## src/rtl/tsel_pkg.sv

```systemverilog
package tsel_pkg;

    localparam int NUM_LEVELS = 8;
    localparam int CORR_W     = 6;
    localparam int SHAPE_W    = 12;
    localparam int TPL_W      = 8;
    localparam int OFS_W      = 14;

    localparam int NUM_BOUNDS = NUM_LEVELS - 1;
    localparam int LVL_W      = $clog2(NUM_LEVELS);
    localparam int SCORE_W    = CORR_W + 1;
    localparam int KEY_W      = TPL_W + OFS_W;

    typedef logic signed [SCORE_W-1:0] score_t;

    typedef struct packed {
        score_t             score;
        logic [TPL_W-1:0]   tpl;
        logic [OFS_W-1:0]   ofs;
        logic [LVL_W-1:0]   level;
    } cand_t;

    typedef enum logic [1:0] {
        PH_RUN    = 2'd0,
        PH_DRAIN  = 2'd1,
        PH_REPORT = 2'd2
    } phase_t;

    // Signed difference of two unsigned correlation counts.
    function automatic score_t pair_score(input logic [CORR_W-1:0] bright,
                                          input logic [CORR_W-1:0] surround);
        return $signed({1'b0, bright}) - $signed({1'b0, surround});
    endfunction

    // True when the incoming candidate should replace the held one.
    function automatic logic replaces(input cand_t held, input cand_t inc);
        logic [KEY_W-1:0] k_held;
        logic [KEY_W-1:0] k_inc;
        k_held = {held.tpl, held.ofs};
        k_inc  = {inc.tpl, inc.ofs};
        if ($signed(inc.score) > $signed(held.score))
            return 1'b1;
        if (($signed(inc.score) == $signed(held.score)) && (k_inc < k_held))
            return 1'b1;
        return 1'b0;
    endfunction

endpackage

```

## src/rtl/tsel_level_pick.sv

```systemverilog
module tsel_level_pick
    import tsel_pkg::*;
(
    input  logic [SHAPE_W-1:0]            shapesum,
    input  logic [NUM_BOUNDS*SHAPE_W-1:0] bounds,
    output logic [LVL_W-1:0]              level
);

    logic [NUM_BOUNDS-1:0] at_or_above;

    generate
        for (genvar j = 0; j < NUM_BOUNDS; j++) begin : g_cmp
            assign at_or_above[j] = (shapesum >= bounds[j*SHAPE_W +: SHAPE_W]);
        end
    endgenerate

    always_comb begin
        level = '0;
        for (int j = 0; j < NUM_BOUNDS; j++) begin
            level = level + LVL_W'(at_or_above[j]);
        end
    end

endmodule

```

## src/rtl/tsel_score_stage.sv

```systemverilog
module tsel_score_stage
    import tsel_pkg::*;
(
    input  logic                          clk,
    input  logic                          rst,
    input  logic                          take,
    input  logic [TPL_W-1:0]              tpl,
    input  logic [OFS_W-1:0]              ofs,
    input  logic [SHAPE_W-1:0]            shapesum,
    input  logic [NUM_LEVELS*CORR_W-1:0]  bright,
    input  logic [NUM_LEVELS*CORR_W-1:0]  surround,
    input  logic [NUM_BOUNDS*SHAPE_W-1:0] bounds,
    output logic                          out_valid,
    output cand_t                         out_cand
);

    logic [LVL_W-1:0]  lvl;
    logic [CORR_W-1:0] b_sel;
    logic [CORR_W-1:0] s_sel;
    cand_t             nxt;

    tsel_level_pick u_pick (
        .shapesum (shapesum),
        .bounds   (bounds),
        .level    (lvl)
    );

    always_comb begin
        b_sel     = bright[lvl*CORR_W +: CORR_W];
        s_sel     = surround[lvl*CORR_W +: CORR_W];
        nxt.score = pair_score(b_sel, s_sel);
        nxt.tpl   = tpl;
        nxt.ofs   = ofs;
        nxt.level = lvl;
    end

    always_ff @(posedge clk) begin
        if (rst) begin
            out_valid <= 1'b0;
            out_cand  <= '0;
        end else begin
            out_valid <= take;
            if (take) begin
                out_cand <= nxt;
            end
        end
    end

endmodule

```

## src/rtl/tsel_peak_track.sv

```systemverilog
module tsel_peak_track
    import tsel_pkg::*;
(
    input  logic  clk,
    input  logic  rst,
    input  logic  clear,
    input  logic  upd_valid,
    input  cand_t upd_cand,
    output logic  have,
    output cand_t best
);

    logic take_new;

    assign take_new = upd_valid && (!have || replaces(best, upd_cand));

    // A clear wins over an update that arrives at the same edge.
    always_ff @(posedge clk) begin
        if (rst || clear) begin
            have <= 1'b0;
            best <= '0;
        end else if (take_new) begin
            have <= 1'b1;
            best <= upd_cand;
        end
    end

endmodule

```

## src/rtl/tsel_peak_detect.sv

```systemverilog
module tsel_peak_detect
    import tsel_pkg::*;
(
    input  logic                          clk,
    input  logic                          rst,
    input  logic                          chip_start,
    input  logic                          chip_end,
    input  logic                          in_valid,
    output logic                          in_ready,
    input  logic [TPL_W-1:0]              in_tpl,
    input  logic [OFS_W-1:0]              in_ofs,
    input  logic [SHAPE_W-1:0]            in_shapesum,
    input  logic [NUM_LEVELS*CORR_W-1:0]  in_bright,
    input  logic [NUM_LEVELS*CORR_W-1:0]  in_surround,
    input  logic [NUM_BOUNDS*SHAPE_W-1:0] level_bounds,
    output logic                          res_valid,
    output logic                          res_found,
    output logic [TPL_W-1:0]              res_tpl,
    output logic [OFS_W-1:0]              res_ofs,
    output logic [SCORE_W-1:0]            res_score,
    output logic [LVL_W-1:0]              res_level
);

    phase_t phase;
    logic   take;
    logic   st_valid;
    cand_t  st_cand;
    logic   trk_have;
    cand_t  trk_best;
    logic   trk_clear;

    assign in_ready  = (phase == PH_RUN);
    assign take      = in_valid && in_ready;
    assign trk_clear = chip_start && in_ready;

    tsel_score_stage u_stage (
        .clk       (clk),
        .rst       (rst),
        .take      (take),
        .tpl       (in_tpl),
        .ofs       (in_ofs),
        .shapesum  (in_shapesum),
        .bright    (in_bright),
        .surround  (in_surround),
        .bounds    (level_bounds),
        .out_valid (st_valid),
        .out_cand  (st_cand)
    );

    tsel_peak_track u_track (
        .clk       (clk),
        .rst       (rst),
        .clear     (trk_clear),
        .upd_valid (st_valid),
        .upd_cand  (st_cand),
        .have      (trk_have),
        .best      (trk_best)
    );

    always_ff @(posedge clk) begin
        if (rst) begin
            phase <= PH_RUN;
        end else begin
            unique case (phase)
                PH_RUN:    if (chip_end) phase <= PH_DRAIN;
                PH_DRAIN:  phase <= PH_REPORT;
                PH_REPORT: phase <= PH_RUN;
                default:   phase <= PH_RUN;
            endcase
        end
    end

    always_ff @(posedge clk) begin
        if (rst) begin
            res_valid <= 1'b0;
            res_found <= 1'b0;
            res_tpl   <= '0;
            res_ofs   <= '0;
            res_score <= '0;
            res_level <= '0;
        end else begin
            res_valid <= (phase == PH_REPORT);
            if (phase == PH_REPORT) begin
                res_found <= trk_have;
                res_tpl   <= trk_best.tpl;
                res_ofs   <= trk_best.ofs;
                res_score <= trk_best.score;
                res_level <= trk_best.level;
            end
        end
    end

endmodule

```

## config.mk

```make
export PLATFORM = sky130hd
export DESIGN_NAME = tsel_peak_detect
export DESIGN_NICKNAME = d
export VERILOG_FILES = /design/src/rtl/tsel_pkg.sv /design/src/rtl/tsel_level_pick.sv /design/src/rtl/tsel_score_stage.sv /design/src/rtl/tsel_peak_track.sv /design/src/rtl/tsel_peak_detect.sv
export SDC_FILE = /design/constraint.sdc
export NUM_CORES = 1
export LEC_CHECK = 0
export BUFFER_PORTS_ARGS = -buffer_cell sky130_fd_sc_hd__buf_2
export CELL_PAD_IN_SITES_DETAIL_PLACEMENT = 1
export CELL_PAD_IN_SITES_GLOBAL_PLACEMENT = 2
export CORE_MARGIN = 1
export CORE_UTILIZATION = 30
export CTS_CLUSTER_DIAMETER = 80
export DETAILED_ROUTE_END_ITERATION = 16
export HOLD_SLACK_MARGIN = 0.03
export PLACE_DENSITY = 0.84
export SYNTH_ARGS = -nofsm -noshare
export SYNTH_HDL_FRONTEND = slang
export SYNTH_SLANG_ARGS = --single-unit
```

## constraint.sdc

```tcl
create_clock -name clk -period 9.4 [get_ports clk]
set_input_delay 1.41 -clock clk [delete_from_list [all_inputs] [get_ports clk]]
set_output_delay 1.41 -clock clk [all_outputs]
set_load 0.03 [all_outputs]
```

Word-level counts from Yosys, hierarchy flattened
Cells that the tools add are included.
Storage, ports and cells
  output and inout bits: 35
  register bits: 102
  input port bits: 219
  logic and storage cells: 57
Cells by class
  reductions and logical operators: 8
  magnitude comparators: 9
  equality and inequality tests: 4
  $mul: 1
  shift-type cells: 2
  mux-type cells: 9
  add/sub/neg operators: 7
Operators with widths (count)
  48-bit by 7-bit variable part select with 6-bit output: 2
  12-bit greater-or-equal comparator: 7
  22-bit less-than comparator: 1
  3-bit by 1-bit adder with 3-bit output: 4
  7-bit == test: 1
  7-bit greater-than comparator: 1
  1-bit 2-to-1 mux: 7
  6-bit by 6-bit subtractor with 7-bit output: 1
  3-bit by 2-bit multiplier with 5-bit output, second input constant: 1
  1-bit logical AND: 4
  2-bit case mux with 2 select lines: 1
  2-bit by 1-bit adder with 3-bit output: 1
  1-bit by 1-bit adder with 2-bit output: 1
  2-bit by 1-bit == test with 1-bit output, second input constant: 1
  2-bit == test, second input constant: 1
  2-bit logical NOT: 1
  1-bit logical OR: 2
  2-bit 2-to-1 mux: 1
  2-bit != test, second input constant: 1
  1-bit logical NOT: 1

Longest topological paths before layout
Gate-level depths: netlist of run 1.
  depth after elaboration: 10
  depth in mapped cells: 24

Modules after synthesis
Synthesis of run 1 repeated with hierarchy kept, for this count alone.
Second synthesis, totals
  cell total of the unflattened synthesis: 862
  area, all modules: 7965.1 um^2
By module, submodules not included
  tsel_level_pick: area an instance 2188.3 um^2, instances 1, cells an instance 279
  tsel_score_stage: area an instance 2142.1 um^2, instances 1, cells an instance 184
  tsel_peak_track: area an instance 2040.7 um^2, instances 1, cells an instance 240
  tsel_peak_detect: area an instance 1594.0 um^2, instances 1, cells an instance 159

Least setup slack after synthesis of run 1
OpenSTA, ideal clock, no wires.
  kind: input-to-reg
  from: input port in_shapesum[0]
  to: register u_stage.out_cand[31] (netlist name)
  data required time: 9272 ps
  arrival: 7176 ps
  path slack: 2097 ps
  setup time: 128 ps
  cell stages on the path: 24
  buffers on the path: 2
  cell sequence: inv_1 ha_1 nand2b_1 a21o_1 a21o_1 a2111oi_0 o21ai_0 a21oi_1 fa_1 fa_1 fa_1 fa_1 clkbuf_1 clkbuf_1 mux4_2 mux2_2 ha_1 fa_1 nor2b_1 o21ai_0 a21oi_1 o21ai_0 a22oi_1 nor2_1
Between the ends
  longest elaborated chain between the ends: 10
Ends and longest elaborated chain
  start: declaration: RTL line tsel_peak_detect.sv:12  | input logic [SHAPE_W-1:0] in_shapesum,
  12-bit greater-or-equal comparator: RTL line tsel_level_pick.sv:13  | assign at_or_above[j] = (shapesum >= bounds[j*SHAPE_W +: SHAPE_W]);
  1-bit by 1-bit adder with 2-bit output: RTL line tsel_level_pick.sv:20  | level = level + LVL_W'(at_or_above[j]);
  2-bit by 1-bit adder with 3-bit output: RTL line tsel_level_pick.sv:20
  3-bit by 1-bit adder with 3-bit output (3 in series): RTL line tsel_level_pick.sv:20
  3-bit by 1-bit adder with 3-bit output *: RTL line tsel_level_pick.sv:20
  3-bit by 2-bit multiplier with 5-bit output *: RTL line tsel_score_stage.sv:29, tsel_score_stage.sv:30
  48-bit by 7-bit variable part select with 6-bit output, on equally long branches: RTL line tsel_score_stage.sv:29, tsel_score_stage.sv:30
  6-bit by 6-bit subtractor with 7-bit output *: RTL line tsel_pkg.sv:32  | return $signed({1'b0, bright}) - $signed({1'b0, surround});
  end signal: assignment: RTL line tsel_score_stage.sv:44  | out_cand <= nxt;
  end: declaration: RTL line tsel_score_stage.sv:14  | output cand_t out_cand
Mark *: on every way between the ends. The rest lies on a longest branch, timed or not.
A chain may end at the register's enable or synchronous reset.

Final worst setup path of run 1
Same ends and word-level chain as after synthesis.

==> impl_metrics.env, run 1 <==
export IMPL_grt_pass1_wl_mm=38.6
export IMPL_finalMaxSlewViolations=0
export IMPL_finalHoldViolations=0
export IMPL_max_stage_delay_ns=0.87
export IMPL_crit_path_cell_trace="buf_2, inv_1, ha_1, nand2b_1, a21o_1, a21o_1, a2111oi_0, o21ai_0, a21oi_1, fa_1, fa_1, fa_2, fa_1, buf_4, mux4_2, mux2_2, ha_1, fa_1, nor2b_1, o21ai_0, a21oi_1, o21ai_0, a22oi_1, nor2_1"
export IMPL_drc=0
export IMPL_gp_congestion=0.821
export IMPL_fp_dieW_um=162
export IMPL_drv_cap=0
export IMPL_ys_seq_area_frac=0.265
export IMPL_holdBufCountCts=0
export IMPL_initial_core_util=0.305
export IMPL_layout_commonest_cell="buf_2"
export IMPL_vias=7077
export IMPL_place_ws_ns=1.45
export IMPL_netlist_area_leader_share=0.265
export IMPL_relSlewSlack=0.264
export IMPL_dr_pass1_iters=4
export IMPL_final_cell_mix="buf_2 (253), nand2_1 (123), ha_1 (118), inv_1 (113), dfxtp_1 (102)"
export IMPL_totalNegativeSetupSlack_ns=0
export IMPL_grt_use_total=0.186
export IMPL_grt_ovfl_total=0
export IMPL_fin_crit_ns=7.54
export IMPL_final_nets=1446
export IMPL_ys_flop_type="dfxtp_1"
export IMPL_ys_types=50
export IMPL_first_iter_violations=233
export IMPL_ioPinCount=254
export IMPL_grt_max_degree=73
export IMPL_yosys_area_top_type="dfxtp_1"
export IMPL_avgViaCountPerCell=4.89
export IMPL_timing_final_crit_share=0.802
export IMPL_crit_top_cell="fa_1"
export IMPL_setup_ws_ns=1.86
export IMPL_syn_to_final_growth_pct=24.5
export IMPL_syn_area_um2=7690
export IMPL_skew_ns=0.00661
export IMPL_tritoncts="yes"
export IMPL_synth_warnings=0
export IMPL_outcome="finished clean"
export IMPL_rows=58
export IMPL_grt_pass1_vias=7531
export IMPL_cts_setup_buffers=0
export IMPL_dieArea_um2=26300
export IMPL_clk_path_buf_depth=2
export IMPL_antenna_found_initial=7
export IMPL_core_um2=25200
export IMPL_clock_sinks=102
export IMPL_synth_edf_count=0
export IMPL_setup_worst_path_start_class="primary input"
export IMPL_post_dp_hpwl_mm=18.8
export IMPL_path_clk_slew_ns=0.07
export IMPL_synthCells=878
export IMPL_ys_ff_latch=102
export IMPL_die_h_um=162
export IMPL_worstMarginPinSlew_ns=1.10
export IMPL_clkLatencyLatePin_ns=0.36
export IMPL_timing_hold_ws_ns=0.455
export IMPL_rsz0062_at_grt="false"
export IMPL_syn_nets=1220
export IMPL_power_density_nw_per_um2=187
export IMPL_critPathKind="primary input to flip-flop"
export IMPL_cp_required_ns=9.62
export IMPL_h_tree_depth=3
export IMPL_p_leak_nw=4.49
export IMPL_hold_path_class="flip-flop to flip-flop"
export IMPL_clock_root_buffer="clkbuf_16"
export IMPL_syn_area_per_cell_um2=8.76
export IMPL_layout_drive_gt1_share=0.343
export IMPL_setup_viol=0
export IMPL_slowest_stage="fa_1"
export IMPL_numCtsBuffers=9
export IMPL_postRouteAntennaNets=0
export IMPL_crit_arrival_ns=7.76
export IMPL_vdd_drop_max_mv=0.109
export IMPL_crit_fanout=14
export IMPL_portBuffers=253
export IMPL_cp_end_kind="flip-flop"
export IMPL_synthArstFlopShare=0
export IMPL_wl_per_cell_um=16.4
export IMPL_instances_no_fill=1446
export IMPL_wl_mm=23.7
export IMPL_fmax_mhz=133
export IMPL_synth_area_top_cells="dfxtp_1 (27%), ha_1 (19%), mux4_2 (7.0%), nand2_1 (6.0%), a21oi_1 (5.5%)"
export IMPL_numPlacedInstances=1423
export IMPL_ctsResizeCount=0
-- kinds of logic (layout without fill, tap and decap cells) --
family	Yosys count	count (layout)	synth area share
AOI/OAI and AO/OA	232	232	0.222
and+or+nand+nor	227	227	0.135
buffers and inverters	158	389	0.0854
adders and majority gates	123	123	0.205
DFF	102	102	0.265
muxes	36	36	0.0869
other	0	7	0
-- final cells by class --
class | instances | area (µm²)
diodes | 7 | 17.5
flip-flops and latches | 102 | 2040
repair buffers | 260 | 1320
clock buffers | 9 | 225
fillers | 3119 | 15600
clock inverters | 7 | 113
well taps | 330 | 413
inverters | 113 | 424
multi-input cells | 618 | 5030
-- registers in the layout (all words and copies together), names as in the netlist --
register,count
u_track.have,1
u_stage.out_valid,1
res_ofs,14
u_track.best,32
res_level,3
res_found,1
res_valid,1
res_score,7
res_tpl,8
phase,2
u_stage.out_cand,32
-- Yosys cell counts (all sizes together), types with 7 or more instances --
library cell / n
a21boi: 33
a21o: 33
a21oi: 85
a2bb2oi: 7
buf: 15
clkbuf: 30
dfxtp: 102
ha: 118
inv: 113
mux4: 24
nand2: 123
nand2b: 10
nand3: 36
nand4: 9
nor2: 21
o21a: 9
o21ai: 43
-- where the power goes --
part | switching [W] | leakage, nW | internal (W) | total, W
clock | 0.000173 | 0.165 | 0.000259 | 0.000432
sequential | 0.0000240 | 0.828 | 0.000455 | 0.000479
combinational | 0.000434 | 3.49 | 0.000450 | 0.000884
-- per-stage QoR --
step / area [µm²] / total power, W / utilization
6_report: 9580 / 0.00179 / 0.380
5_1_grt: 9580 / 0.00195 / 0.380
4_1_cts: 9560 / 0.00182 / 0.380
3_5_place_dp: 9220 / 0.00139 / 0.366
3_3_place_gp: 9220 / 0.00137 / 0.366
2_1_floorplan: 7690 / 0.00116 / -
-- worst max-delay path: cells and delay by family --
family	cells	cell delay [ns]
and+or+nand+nor	3	0.35
buffers and inverters	3	0.63
muxes	2	0.59
AOI/OAI and AO/OA	9	1.60
adders and majority gates	7	3.16
-- layer usage --
metal	GRT usage	vias up	wire, µm
met4	0.0669	0	474
met1	0.234	3363	10900
met5	0	-	0
li1	-	3531	-
met2	0.321	152	11600
met3	0.0258	31	762
-- worst paths after layout --
kind | startpoint | end | slack (ns) | depth (start not counted)
hold / removal | res_ofs[9]$_SDFFE_PP0P_ | res_ofs[9]$_SDFFE_PP0P_ | 0.45 | 2
setup reg to reg | u_track.best[30]$_SDFFE_PP0P_ | u_track.best[10]$_SDFFE_PP0P_ | 6.34 | 8
hold reg to reg | res_ofs[9]$_SDFFE_PP0P_ | res_ofs[9]$_SDFFE_PP0P_ | 0.45 | 2
setup / recovery | in_shapesum[0] | u_stage.out_cand[31]$_SDFFE_PP0P_ | 1.86 | 24
(Power assumes the default switching activity.)
==> inputs of run 2 (changes only) <==
CORE_UTILIZATION = 27   (was 30)
PLACE_DENSITY = 0.8   (was 0.84)
clock period = 6.85 ns   (was 9.4 ns; I/O delays follow)
==> impl_metrics.env, run 2 (same netlist as run 1, synthesis figures left out) <==
export IMPL_outcome="finished clean"
export IMPL_rows=61
export IMPL_crit_arrival_ns=6.67
export IMPL_grt_pass1_wl_mm=38.6
export IMPL_reg2reg_setup_slack_ns=3.69
export IMPL_swShare=0.368
export IMPL_crit_fanout=8
export IMPL_drv_cap=0
export IMPL_wl_mm=24.1
export IMPL_p_total_w=0.00243
export IMPL_power_frac_comb=0.524
export IMPL_wl_met1_mm=10.7
export IMPL_initial_core_util=0.275
export IMPL_timing_hold_ws_ns=0.455
export IMPL_hold_path_class="flip-flop to flip-flop"
export IMPL_cp_end_kind="flip-flop"
export IMPL_ioPinCount=254
export IMPL_layout_drive_gt1_share=0.350
export IMPL_numCtsBuffers=9
export IMPL_final_nets=1455
export IMPL_dieArea_um2=29200
export IMPL_final_cell_mix="buf_2 (253), nand2_1 (123), ha_1 (118), inv_1 (113), dfxtp_1 (102)"
export IMPL_layout_commonest_cell="buf_2"
export IMPL_clkLatencyLatePin_ns=0.36
export IMPL_core_um2=27900
export IMPL_setup_viol=0
export IMPL_worstMarginPinSlew_ns=1.10
export IMPL_finalHoldViolations=0
export IMPL_p_sw_w=0.000895
export IMPL_portBuffers=253
export IMPL_vdd_drop_max_mv=0.156
export IMPL_relSlewSlack=0.269
export IMPL_grt_use_total=0.171
export IMPL_antenna_found_initial=4
export IMPL_tritoncts="yes"
export IMPL_fin_crit_ns=6.42
export IMPL_avgViaCountPerCell=4.72
export IMPL_p_clk_frac=0.207
export IMPL_drc=0
export IMPL_power_density_nw_per_um2=252
export IMPL_finalMaxSlewViolations=0
export IMPL_critPathKind="primary input to flip-flop"
export IMPL_syn_to_final_growth_pct=25.6
export IMPL_clock_sinks=102
export IMPL_grt_pass1_vias=7425
export IMPL_reg_top3="u_stage.out_cand x32, u_track.best x32, res_ofs x14"
export IMPL_clk_path_buf_depth=2
export IMPL_cp_required_ns=7.09
export IMPL_post_dp_hpwl_mm=19.2
export IMPL_wl_per_cell_um=16.1
export IMPL_h_tree_depth=3
export IMPL_p_seq_frac=0.270
export IMPL_clock_root_buffer="clkbuf_16"
export IMPL_fmax_mhz=156
export IMPL_dr_wl_met2_mm=12.1
export IMPL_fp_dieW_um=171
export IMPL_routed_top_layer="met4"
export IMPL_vias=7077
export IMPL_timing_final_crit_share=0.938
export IMPL_path_clk_slew_ns=0.08
export IMPL_grt_ovfl_total=0
export IMPL_holdBufCountCts=0
export IMPL_rsz0062_at_grt="false"
export IMPL_met3_wirelength_um=965
export IMPL_postRouteAntennaNets=0
export IMPL_p_leak_nw=4.51
export IMPL_setup_worst_path_start_class="primary input"
export IMPL_internal_power_w=0.00154
export IMPL_first_iter_violations=228
export IMPL_skew_ns=0.00730
export IMPL_dr_pass1_iters=4
export IMPL_gp_congestion=0.827
export IMPL_die_h_um=171
export IMPL_grt_max_degree=73
run 2: layout make-up:
| cell class | instances | area, µm² |
|---|---|---|
| sequential | 102 | 2040 |
| inverter | 113 | 424 |
| fill | 3426 | 18300 |
| antenna | 4 | 10.0 |
| tap | 378 | 473 |
| multi-input combinational | 618 | 5040 |
| clock inverter | 7 | 57.6 |
| clock buffer | 9 | 225 |
| timing repair buffer | 269 | 1390 |
run 2: path summary, 6_finish.rpt:
kind,cells past startpoint,to,from
max reg2reg,8,u_track.best[10]$_SDFFE_PP0P_,u_track.best[30]$_SDFFE_PP0P_
min reg2reg,2,res_ofs[13]$_SDFFE_PP0P_,res_ofs[13]$_SDFFE_PP0P_
min,2,res_ofs[13]$_SDFFE_PP0P_,res_ofs[13]$_SDFFE_PP0P_
max,24,u_stage.out_cand[30]$_SDFFE_PP0P_,in_shapesum[0]
run 2: metrics by stage:
stage	cells	setup WS, ns	utilization	instance area, µm²	setup TNS [ns]
global placement	1480	0.0346	0.335	9360	0
detailed placement	1480	-0.105	0.335	9360	-0.264
floorplan	878	0.0652	-	7690	0
CTS	1496	0.265	0.345	9640	0
finish	1500	0.426	0.346	9660	0
global route	1500	0.0199	0.346	9660	0
run 2: timing repair:
action | CTS | global route
setup buffers | 0 | 0
endpoints found under the setup margin | 0 | 4
resized for setup | 0 | 3
run 2: power by group through the flow:
stage	sequential, W	combinational, W	clock, W
6_report	0.000656	0.00127	0.000502
5_1_grt	0.000660	0.00144	0.000541
4_1_cts	0.000656	0.00130	0.000518
3_5_place_dp	0.000670	0.00130	0
3_3_place_gp	0.000670	0.00127	0
2_1_floorplan	0.000659	0.000935	0
run 2: critical path: stages:
cell and delay [ns]:
buf_2 0.08, inv_1 0.05, ha_1 0.27, nand2b_1 0.14
a21o_1 0.18, a21o_1 0.18, a2111oi_2 0.36, o21ai_0 0.15
a21oi_2 0.18, fa_1 0.43, fa_1 0.56, fa_2 0.41
fa_1 0.50, buf_4 0.17, buf_4 0.14, mux4_2 0.28
mux2_2 0.29, ha_1 0.28, nor2b_1 0.13, o21ai_0 0.21
a21boi_0 0.15, o21ai_0 0.25, nor2b_1 0.17, o211ai_1 0.10
run 2: layer usage:
metal,track usage,vias up
met5,0,-
met4,0.0439,0
met3,0.0319,20
met2,0.307,131
met1,0.207,3384
li1,-,3542
